===== src/rtl/i2c_tsearch_pkg.sv =====
package i2c_tsearch_pkg;
    localparam int TW = 32;

    typedef enum logic [2:0] {
        ST_IDLE,
        ST_SETUP_SCAN,
        ST_HOLD_SCAN,
        ST_PICK,
        ST_PAIR_SCAN,
        ST_FINISH
    } state_e;

    typedef struct packed {
        logic [TW-1:0] low_min;
        logic [TW-1:0] high_min;
        logic [TW-1:0] setup_min;
        logic [TW-1:0] valid_max;
        logic [TW-1:0] per_min;
        logic [TW-1:0] per_max;
    } class_lim_t;

    function automatic class_lim_t class_limits(input logic [1:0] cls);
        class_lim_t r;
        r = '0;
        case (cls)
            2'd0: begin
                r.low_min = 32'd4700;  r.high_min = 32'd4000;
                r.setup_min = 32'd250; r.valid_max = 32'd3450;
                r.per_min = 32'd8333;  r.per_max = 32'd125000;
            end
            2'd1: begin
                r.low_min = 32'd1300;  r.high_min = 32'd600;
                r.setup_min = 32'd100; r.valid_max = 32'd900;
                r.per_min = 32'd2083;  r.per_max = 32'd3125;
            end
            2'd2: begin
                r.low_min = 32'd500;   r.high_min = 32'd260;
                r.setup_min = 32'd50;  r.valid_max = 32'd450;
                r.per_min = 32'd833;   r.per_max = 32'd1250;
            end
            default: r = '0;
        endcase
        return r;
    endfunction
endpackage


===== src/rtl/i2c_tsearch_bounds.sv =====
module i2c_tsearch_bounds
    import i2c_tsearch_pkg::*;
#(
    parameter int TCW = 16
) (
    input  logic [TCW-1:0] tclk_i,
    input  logic [TCW-1:0] rise_i,
    input  logic [TCW-1:0] fall_i,
    input  logic           anf_i,
    input  logic [4:0]     dnf_i,
    input  class_lim_t     lim_i,
    output logic [TW-1:0]  hold_lo_o,
    output logic [TW-1:0]  hold_hi_o,
    output logic [TW-1:0]  setup_floor_o,
    output logic [TW-1:0]  sync_o
);
    logic signed [TW:0] s_tclk, s_rise, s_fall, s_dnf, s_afmin, s_afmax, s_vmax;
    logic signed [TW:0] lo_raw, hi_raw;

    always_comb begin
        s_tclk  = (TW+1)'(tclk_i);
        s_rise  = (TW+1)'(rise_i);
        s_fall  = (TW+1)'(fall_i);
        s_dnf   = (TW+1)'(dnf_i);
        s_vmax  = (TW+1)'(lim_i.valid_max);
        s_afmin = anf_i ? 33'sd50  : 33'sd0;
        s_afmax = anf_i ? 33'sd260 : 33'sd0;
        lo_raw  = s_fall - s_afmin - (s_dnf + 33'sd3) * s_tclk;
        hi_raw  = s_vmax - s_rise - s_afmax - (s_dnf + 33'sd4) * s_tclk;
        hold_lo_o     = lo_raw[TW] ? '0 : lo_raw[TW-1:0];
        hold_hi_o     = hi_raw[TW] ? '0 : hi_raw[TW-1:0];
        setup_floor_o = TW'(rise_i) + lim_i.setup_min;
        sync_o        = TW'(s_afmin[TW-1:0]) + TW'(dnf_i) * TW'(tclk_i) + (TW'(tclk_i) << 1);
    end
endmodule


===== src/rtl/i2c_tsearch_cands.sv =====
module i2c_tsearch_cands #(
    parameter int NP = 16,
    parameter int DW = 4
) (
    input  logic                  clk,
    input  logic                  rst_n,
    input  logic                  clr_i,
    input  logic                  wr_i,
    input  logic [$clog2(NP)-1:0] wr_addr_i,
    input  logic [DW-1:0]         wr_s_i,
    input  logic [DW-1:0]         wr_a_i,
    input  logic [$clog2(NP)-1:0] rd_addr_i,
    output logic                  rd_vld_o,
    output logic [DW-1:0]         rd_s_o,
    output logic [DW-1:0]         rd_a_o,
    output logic                  any_vld_o
);
    localparam int AW = $clog2(NP);

    logic [NP-1:0] vld_w;
    logic [DW-1:0] s_w [NP];
    logic [DW-1:0] a_w [NP];

    for (genvar i = 0; i < NP; i++) begin : g_ent
        logic          vld_q;
        logic [DW-1:0] s_q, a_q;
        always_ff @(posedge clk or negedge rst_n) begin
            if (!rst_n) begin
                vld_q <= 1'b0;
                s_q   <= '0;
                a_q   <= '0;
            end else if (clr_i) begin
                vld_q <= 1'b0;
            end else if (wr_i && wr_addr_i == AW'(i)) begin
                vld_q <= 1'b1;
                s_q   <= wr_s_i;
                a_q   <= wr_a_i;
            end
        end
        assign vld_w[i] = vld_q;
        assign s_w[i]   = s_q;
        assign a_w[i]   = a_q;
    end

    assign rd_vld_o  = vld_w[rd_addr_i];
    assign rd_s_o    = s_w[rd_addr_i];
    assign rd_a_o    = a_w[rd_addr_i];
    assign any_vld_o = |vld_w;


    cand_set_chk: assert property (@(posedge clk) disable iff (!rst_n)
        (wr_i && !clr_i) |=> vld_w[$past(wr_addr_i)]);

    clr_excl_chk: assert property (@(posedge clk) disable iff (!rst_n)
        clr_i |-> !wr_i);
endmodule


===== src/rtl/i2c_tsearch_pair.sv =====
module i2c_tsearch_pair
    import i2c_tsearch_pkg::*;
(
    input  logic [TW-1:0] tclk_i,
    input  logic [TW-1:0] lprod_i,
    input  logic [TW-1:0] hprod_i,
    input  logic [TW-1:0] sync_i,
    input  logic [TW-1:0] edges_i,
    input  logic [TW-1:0] target_i,
    input  class_lim_t    lim_i,
    output logic          low_ok_o,
    output logic          accept_o,
    output logic          over_o,
    output logic          above_o,
    output logic [TW-1:0] err_o
);
    logic [TW-1:0] low_t, high_t, total;

    always_comb begin
        low_t    = lprod_i + sync_i;
        high_t   = hprod_i + sync_i;
        total    = low_t + high_t + edges_i;
        low_ok_o = (low_t >= lim_i.low_min) &&
                   (tclk_i < ((lprod_i + (tclk_i << 1)) >> 2));
        over_o   = total > lim_i.per_max;
        above_o  = total > target_i;
        accept_o = low_ok_o && !over_o && (total >= lim_i.per_min) &&
                   (high_t >= lim_i.high_min) && (tclk_i < high_t);
        err_o    = above_o ? total - target_i : target_i - total;
    end
endmodule


===== src/rtl/i2c_tsearch.sv =====
module i2c_tsearch
    import i2c_tsearch_pkg::*;
#(
    parameter int TCW = 16,
    parameter int NP  = 16,
    parameter int ND  = 16,
    parameter int NS  = 256
) (
    input  logic                  clk,
    input  logic                  rst_n,
    input  logic                  start_i,
    input  logic [TCW-1:0]        tclk_i,
    input  logic [31:0]           target_i,
    input  logic [TCW-1:0]        rise_i,
    input  logic [TCW-1:0]        fall_i,
    input  logic                  anf_i,
    input  logic [4:0]            dnf_i,
    input  logic [1:0]            class_i,
    output logic                  busy_o,
    output logic                  done_o,
    output logic                  found_o,
    output logic [$clog2(NP)-1:0] presc_o,
    output logic [$clog2(ND)-1:0] setup_o,
    output logic [$clog2(ND)-1:0] hold_o,
    output logic [$clog2(NS)-1:0] low_o,
    output logic [$clog2(NS)-1:0] high_o
);
    localparam int PW = $clog2(NP);
    localparam int DW = $clog2(ND);
    localparam int SW = $clog2(NS);

    typedef struct packed {
        state_e        state;
        logic [PW-1:0] p;
        logic [SW-1:0] l;
        logic [SW-1:0] h;
        logic [PW-1:0] best_p;
        logic [SW-1:0] best_l;
        logic [SW-1:0] best_h;
        logic [TW-1:0] best_err;
        logic          hit;
        logic          done;
        logic          found;
        logic [PW-1:0] o_p;
        logic [DW-1:0] o_s;
        logic [DW-1:0] o_a;
        logic [SW-1:0] o_lo;
        logic [SW-1:0] o_hi;
    } regs_t;

    regs_t r_q, r_d;

    class_lim_t    lim;
    logic [TW-1:0] hold_lo, hold_hi, setup_floor, sync_t;
    logic [TW-1:0] tclk_w, step, lprod, hprod, holdv, edges;
    logic          clr, wr, rd_vld, any_vld;
    logic [DW-1:0] rd_s, rd_a;
    logic [PW-1:0] rd_addr;
    logic          low_ok, accept, over, above;
    logic [TW-1:0] err;

    assign lim    = class_limits(class_i);
    assign tclk_w = TW'(tclk_i);
    assign edges  = TW'(rise_i) + TW'(fall_i);
    assign step   = (TW'(r_q.p) + 1) * tclk_w;
    assign lprod  = (TW'(r_q.l) + 1) * step;
    assign hprod  = (TW'(r_q.h) + 1) * step;
    assign holdv  = (TW'(r_q.h) * (TW'(r_q.p) + 1) + 1) * tclk_w;
    assign rd_addr = (r_q.state == ST_FINISH) ? r_q.best_p : r_q.p;

    i2c_tsearch_bounds #(.TCW(TCW)) bounds_i (
        .tclk_i(tclk_i), .rise_i(rise_i), .fall_i(fall_i), .anf_i(anf_i),
        .dnf_i(dnf_i), .lim_i(lim), .hold_lo_o(hold_lo), .hold_hi_o(hold_hi),
        .setup_floor_o(setup_floor), .sync_o(sync_t)
    );

    i2c_tsearch_cands #(.NP(NP), .DW(DW)) cands_i (
        .clk(clk), .rst_n(rst_n), .clr_i(clr), .wr_i(wr), .wr_addr_i(r_q.p),
        .wr_s_i(r_q.l[DW-1:0]), .wr_a_i(r_q.h[DW-1:0]), .rd_addr_i(rd_addr),
        .rd_vld_o(rd_vld), .rd_s_o(rd_s), .rd_a_o(rd_a), .any_vld_o(any_vld)
    );

    i2c_tsearch_pair pair_i (
        .tclk_i(tclk_w), .lprod_i(lprod), .hprod_i(hprod), .sync_i(sync_t),
        .edges_i(edges), .target_i(target_i), .lim_i(lim), .low_ok_o(low_ok),
        .accept_o(accept), .over_o(over), .above_o(above), .err_o(err)
    );

    always_comb begin
        logic go_p1, go_l2, go_p2;
        r_d = r_q;
        r_d.done = 1'b0;
        clr = 1'b0;
        wr  = 1'b0;
        go_p1 = 1'b0;
        go_l2 = 1'b0;
        go_p2 = 1'b0;
        case (r_q.state)
            ST_IDLE: if (start_i) begin
                clr = 1'b1;
                r_d.p = '0; r_d.l = '0; r_d.h = '0;
                r_d.best_p = '0; r_d.best_l = '0; r_d.best_h = '0;
                r_d.best_err = target_i;
                r_d.hit = 1'b0;
                r_d.state = (class_i == 2'd3) ? ST_FINISH : ST_SETUP_SCAN;
            end
            ST_SETUP_SCAN: begin
                if (lprod >= setup_floor) begin
                    r_d.state = ST_HOLD_SCAN;
                    r_d.h = '0;
                end else if (r_q.l == SW'(ND-1)) go_p1 = 1'b1;
                else r_d.l = r_q.l + 1'b1;
            end
            ST_HOLD_SCAN: begin
                if (holdv >= hold_lo && holdv <= hold_hi) begin
                    wr = 1'b1;
                    go_p1 = 1'b1;
                end else if (r_q.h == SW'(ND-1)) go_p1 = 1'b1;
                else r_d.h = r_q.h + 1'b1;
            end
            ST_PICK: begin
                if (!any_vld) r_d.state = ST_FINISH;
                else if (rd_vld) begin
                    r_d.state = ST_PAIR_SCAN;
                    r_d.l = '0;
                    r_d.h = '0;
                end else go_p2 = 1'b1;
            end
            ST_PAIR_SCAN: begin
                if (accept && err < r_q.best_err) begin
                    r_d.best_err = err;
                    r_d.best_p = r_q.p; r_d.best_l = r_q.l; r_d.best_h = r_q.h;
                    r_d.hit = 1'b1;
                end
                if (over && r_q.h == '0) go_p2 = 1'b1;
                else if (!low_ok || over || (accept && above) || r_q.h == SW'(NS-1)) go_l2 = 1'b1;
                else r_d.h = r_q.h + 1'b1;
            end
            ST_FINISH: begin
                r_d.done  = 1'b1;
                r_d.found = r_q.hit;
                r_d.o_p   = r_q.hit ? r_q.best_p : '0;
                r_d.o_s   = r_q.hit ? rd_s : '0;
                r_d.o_a   = r_q.hit ? rd_a : '0;
                r_d.o_lo  = r_q.hit ? r_q.best_l : '0;
                r_d.o_hi  = r_q.hit ? r_q.best_h : '0;
                r_d.state = ST_IDLE;
            end
            default: r_d.state = ST_IDLE;
        endcase
        if (go_p1) begin
            if (r_q.p == PW'(NP-1)) begin
                r_d.state = ST_PICK;
                r_d.p = '0;
            end else begin
                r_d.p = r_q.p + 1'b1;
                r_d.l = '0;
                r_d.state = ST_SETUP_SCAN;
            end
        end
        if (go_l2) begin
            if (r_q.l == SW'(NS-1)) go_p2 = 1'b1;
            else begin
                r_d.l = r_q.l + 1'b1;
                r_d.h = '0;
            end
        end
        if (go_p2) begin
            if (r_q.p == PW'(NP-1)) r_d.state = ST_FINISH;
            else begin
                r_d.p = r_q.p + 1'b1;
                r_d.state = ST_PICK;
            end
        end
    end

    always_ff @(posedge clk or negedge rst_n) begin
        if (!rst_n) r_q <= '0;
        else        r_q <= r_d;
    end

    assign busy_o  = r_q.state != ST_IDLE;
    assign done_o  = r_q.done;
    assign found_o = r_q.found;
    assign presc_o = r_q.o_p;
    assign setup_o = r_q.o_s;
    assign hold_o  = r_q.o_a;
    assign low_o   = r_q.o_lo;
    assign high_o  = r_q.o_hi;


    done_pulse_chk: assert property (@(posedge clk) disable iff (!rst_n)
        done_o |=> !done_o);

    cfg_stable_chk: assert property (@(posedge clk) disable iff (!rst_n)
        (busy_o && $past(busy_o)) |-> ($stable(tclk_i) && $stable(target_i) &&
        $stable(rise_i) && $stable(fall_i) && $stable(anf_i) && $stable(dnf_i) && $stable(class_i)));

    err_mono_chk: assert property (@(posedge clk) disable iff (!rst_n)
        (busy_o && $past(busy_o)) |-> r_q.best_err <= $past(r_q.best_err));

    nosol_zero_chk: assert property (@(posedge clk) disable iff (!rst_n)
        (done_o && !found_o) |-> (presc_o == '0 && setup_o == '0 && hold_o == '0 &&
        low_o == '0 && high_o == '0));

    idle_hold_chk: assert property (@(posedge clk) disable iff (!rst_n)
        (!busy_o && !$past(busy_o) && !$past(start_i)) |->
        $stable({found_o, presc_o, setup_o, hold_o, low_o, high_o}));
endmodule


===== config.mk =====
export PLATFORM = sky130hd
export DESIGN_NAME = i2c_tsearch
export DESIGN_NICKNAME = d
export VERILOG_FILES = /design/src/rtl/i2c_tsearch_pkg.sv /design/src/rtl/i2c_tsearch_bounds.sv /design/src/rtl/i2c_tsearch_cands.sv /design/src/rtl/i2c_tsearch_pair.sv /design/src/rtl/i2c_tsearch.sv
export SDC_FILE = /design/constraint.sdc
export NUM_CORES = 2
export LEC_CHECK = 0
export BUFFER_PORTS_ARGS = -buffer_cell sky130_fd_sc_hd__buf_2
export CORE_UTILIZATION = 30
export DETAILED_ROUTE_END_ITERATION = 10
export GPL_ROUTABILITY_DRIVEN = 0
export SYNTH_ARGS = -nofsm -noshare
export SYNTH_HDL_FRONTEND = slang
export SYNTH_SLANG_ARGS = --single-unit

===== constraint.sdc =====
create_clock -name clk -period 16.9 [get_ports clk]
set_input_delay 3.38 -clock clk [delete_from_list [all_inputs] [get_ports clk]]
set_output_delay 3.38 -clock clk [all_outputs]
set_load 0.02 [all_outputs]

==> metrics.md <==
| Metric | Value |
|---|---|
| Status | `complete, but fails checks` |
| Failing checks | `negative setup slack` |
| Cells after Synth | `7250` |
| Root Buffer Master | `clkbuf_16` |
| FP Rows | `165` |
| Die Span X | `454 um` |
| Dpl hpwl | `170000 um` |
| Syn Area/Cell | `8.46 um^2` |
| Max_cap viols | `0` |
| Detailed-route wire length | `200000 um` |
| Hold Startpoint | `high_o[0]$_DFFE_PN0P_` |
| Area Overhead vs Synth | `22.7%` |
| Critical path class | `primary input to flop` |
| Clk buf depth | `3` |
| Post-synth top flop | `dfrtp_1` |
| PnR worst setup slack | `-2.00 ns` |
| RR Endpoint | `r_q[42]$_DFFE_PN0P_` |
| Final Util | `37.1%` |
| Clock Pin Slew Worst Setup and Hold Paths | `0.07 ns` |
| H-tree Lvls | `1` |
| Worst slew pin tran | `1.14 ns` |
| Vias in the first global route | `56600` |
| R2r startpoint | `r_q[100]$_DFF_PN0_` |
| Die ar. | `206000 um^2` |
| Hold Path Stages | `2` |
| Commonest non-fill, non-tap cell in the layout | `inv_1` |
| CP peak stage delay | `0.56 ns` |
| Reg2Reg Depth | `80` |
| First-pass DRT Iterations | `6` |
| Post-synth EDFFs | `0` |
| RSZ-0062 raised after global routing | `true` |
| Syn Std Cell Area | `61400 um^2` |
| Core area | `203000 um^2` |
| Clk_lat worst skew | `0.57 ns` |
| Initial antenna violation count | `9` |
| Seq/Total Area, Yosys | `10.2%` |
| Worst Hold Path EP | `high_o[0]$_DFFE_PN0P_` |
| Cell mode on critical path | `fa_1` |
| CTS Buf Count | `26` |
| Starting Density | `30.3%` |
| Ys async rst share | `100%` |
| First-pass GRT wire length | `315000 um` |
| Critical Path AT | `19.36 ns` |
| Crit path buf inv count | `13` |
| # hold bufs at CTS | `0` |
| Worst clock skew | `0.0168 ns` |
| CTS Sinks | `250` |
| Via density | `5.01` |
| Worst Path Required | `17.36 ns` |
| CP max FO | `8` |
| Most frequent cells in the layout | `inv_1 (1187), buf_4 (1038), nand2_1 (883)` |
| GRT Overall Usage | `19.3%` |
| Period minus WS final | `18.90 ns` |
| TritonCTS clock tree | `yes` |
| Crit-path slowest cell | `fa_1` |
| CP top delay family | `adder cells` |
| DRC errors left | `0` |
| # IOs | `122` |
| Hold Worst Slack | `0.473 ns` |
| Startpoint type of the worst setup path | `primary input` |
| Grt ovf | `0` |
| Max Slew Vio Count | `0` |
| PortBufs | `121` |
| Routed len/inst | `18.4 um` |
| Fillers | `20500` |
| Synth warn | `0` |
| Min-Delay Path Class | `flop to flop` |
| Antenna viol nets, final | `0` |
| Final cycle utilization of the critical path | `112%` |
| Synth cell types | `100` |
| Largest net degree at the start of global routing | `103` |
| Layout Nets | `9849` |
| Slew margin rel. | `22.3%` |
| Crit path capture type | `flop` |
| Final hold vios | `0` |
| Share of cells above drive strength 1 | `21.3%` |
| Synthesized flop and latch total | `250` |
| Final setup fails | `53` |
| Vias | `54400` |
| DRT iter0 DRCs | `3585` |
| F_max | `0.0529 GHz` |
| Height of the chip | `454 um` |
| Reg2reg setup slack | `-0.29 ns` |
-- stage by stage --
step                      setup WS [ns]  cell area [um^2]  setup TNS [ns]  cells
after floorplan                   -2.58             62100         -134.82   7256
after global placement            -2.89             72500         -162.34  10700
after detailed placement          -3.13             72500         -179.86  10700
after CTS                         -1.89             74600          -95.87  10800
after global routing              -2.81             75300         -150.33  10900
final                             -2.00             75300         -100.19  10900
-- how the worst max path moves through the flow --
| stage | from | end | depth (start not counted) |
|---|---|---|---|
| final | tclk_i[0] | r_q[42]$_DFFE_PN0P_ | 78 |
| after global routing | tclk_i[0] | r_q[42]$_DFFE_PN0P_ | 83 |
| after CTS | tclk_i[2] | r_q[42]$_DFFE_PN0P_ | 76 |
| after detailed placement | tclk_i[2] | r_q[52]$_DFFE_PN0P_ | 80 |
| after global placement | tclk_i[2] | r_q[44]$_DFFE_PN0P_ | 80 |
| after floorplan | tclk_i[0] | r_q[39]$_DFFE_PN0P_ | 82 |
-- sequential cells by signal, summed over array words and instances, names as in the netlist --
signal	flops
found_o	1
presc_o	4
cands_i.g_ent.a_q	64
cands_i.g_ent.s_q	64
done_o	1
setup_o	4
hold_o	4
high_o	8
low_o	8
cands_i.g_ent.vld_q	16
r_q	76
-- tightest hold or removal path, delay by kind of cell (launching register included) --
family	cells	cell delay (ns)
compound gates	1	0.06
simple gates	1	0.04
flops	1	0.34
-- logic make-up after synthesis --
family / Yosys count / share of synthesized area, %
buffers and inverters: 1522 / 9.58
XOR/XNOR: 303 / 4.42
AND/OR/NAND/NOR: 2169 / 16.9
flip-flops: 250 / 10.2
adder cells (fa/ha/maj): 1595 / 42.1
multiplexers: 176 / 3.16
AO/OA/AOI/OAI: 1234 / 13.6
other: 1 / 0.00611
-- area by class of cell --
| class | count | area, um^2 | share of cell area, % |
|---|---|---|---|
| Inverter | 1197 | 4490 | 5.97 |
| Timing Repair Buffer | 1204 | 9210 | 12.2 |
| Tap cell | 2672 | 3340 | 4.44 |
| Sequential cell | 250 | 6260 | 8.31 |
| Multi-Input combinational cell | 5485 | 51100 | 67.9 |
| Clock inverter | 14 | 163 | 0.216 |
| Clock buffer | 34 | 731 | 0.970 |
| Antenna cell | 4 | 10.0 | 0.0133 |
-- routing by layer --
layer  GRT usage (%)  routed length, um
met1            25.4              86800
met5               0                 27
met3            2.86              13300
met2            32.5              93900
met4            5.51               6210
-- Yosys cell counts (12+ instances only) --
library cell	n	share of area, %
a31o_2	13	0.19
a22o_1	13	0.19
nand2b_1	135	1.4
a311oi_1	21	0.30
o21bai_1	50	0.61
a21oi_1	304	2.5
o21a_1	46	0.56
o31ai_1	19	0.23
xor2_1	94	1.3
dfrtp_1	250	10
and3_1	70	0.71
nor2b_1	67	0.68
a21boi_0	23	0.28
nand3_1	91	0.74
fa_1	786	26
or2_2	26	0.27
nand2_1	911	5.6
o21ai_1	12	0.098
o21ai_0	202	1.6
a21o_1	164	2.0
xnor2_1	205	2.9
a31oi_1	57	0.58
nor3_1	69	0.56
mux2_2	140	2.6
a211oi_1	93	1.1
clkbuf_1	274	1.7
or4_1	12	0.15
buf_4	31	0.38
and2_1	278	2.8
inv_1	1195	7.3
nor4_1	33	0.34
o311ai_0	12	0.17
ha_1	808	16
or3_1	23	0.23
nand4_1	50	0.51
a221o_1	12	0.20
mux2i_1	36	0.59
nor2_1	350	2.1
o211ai_1	31	0.38
-- what timing repair did --
action / 4_1_cts / 5_1_grt
gates cloned: 9 / 1
pin swaps: 105 / 63
setup buffers: 42 / 22
endpoints found under the setup margin: 76 / 76
resized for setup: 173 / 128
Power is left out: the tool's default activity adds up to more than one toggle a clock period on the data nets, which glitch-free logic cannot reach.
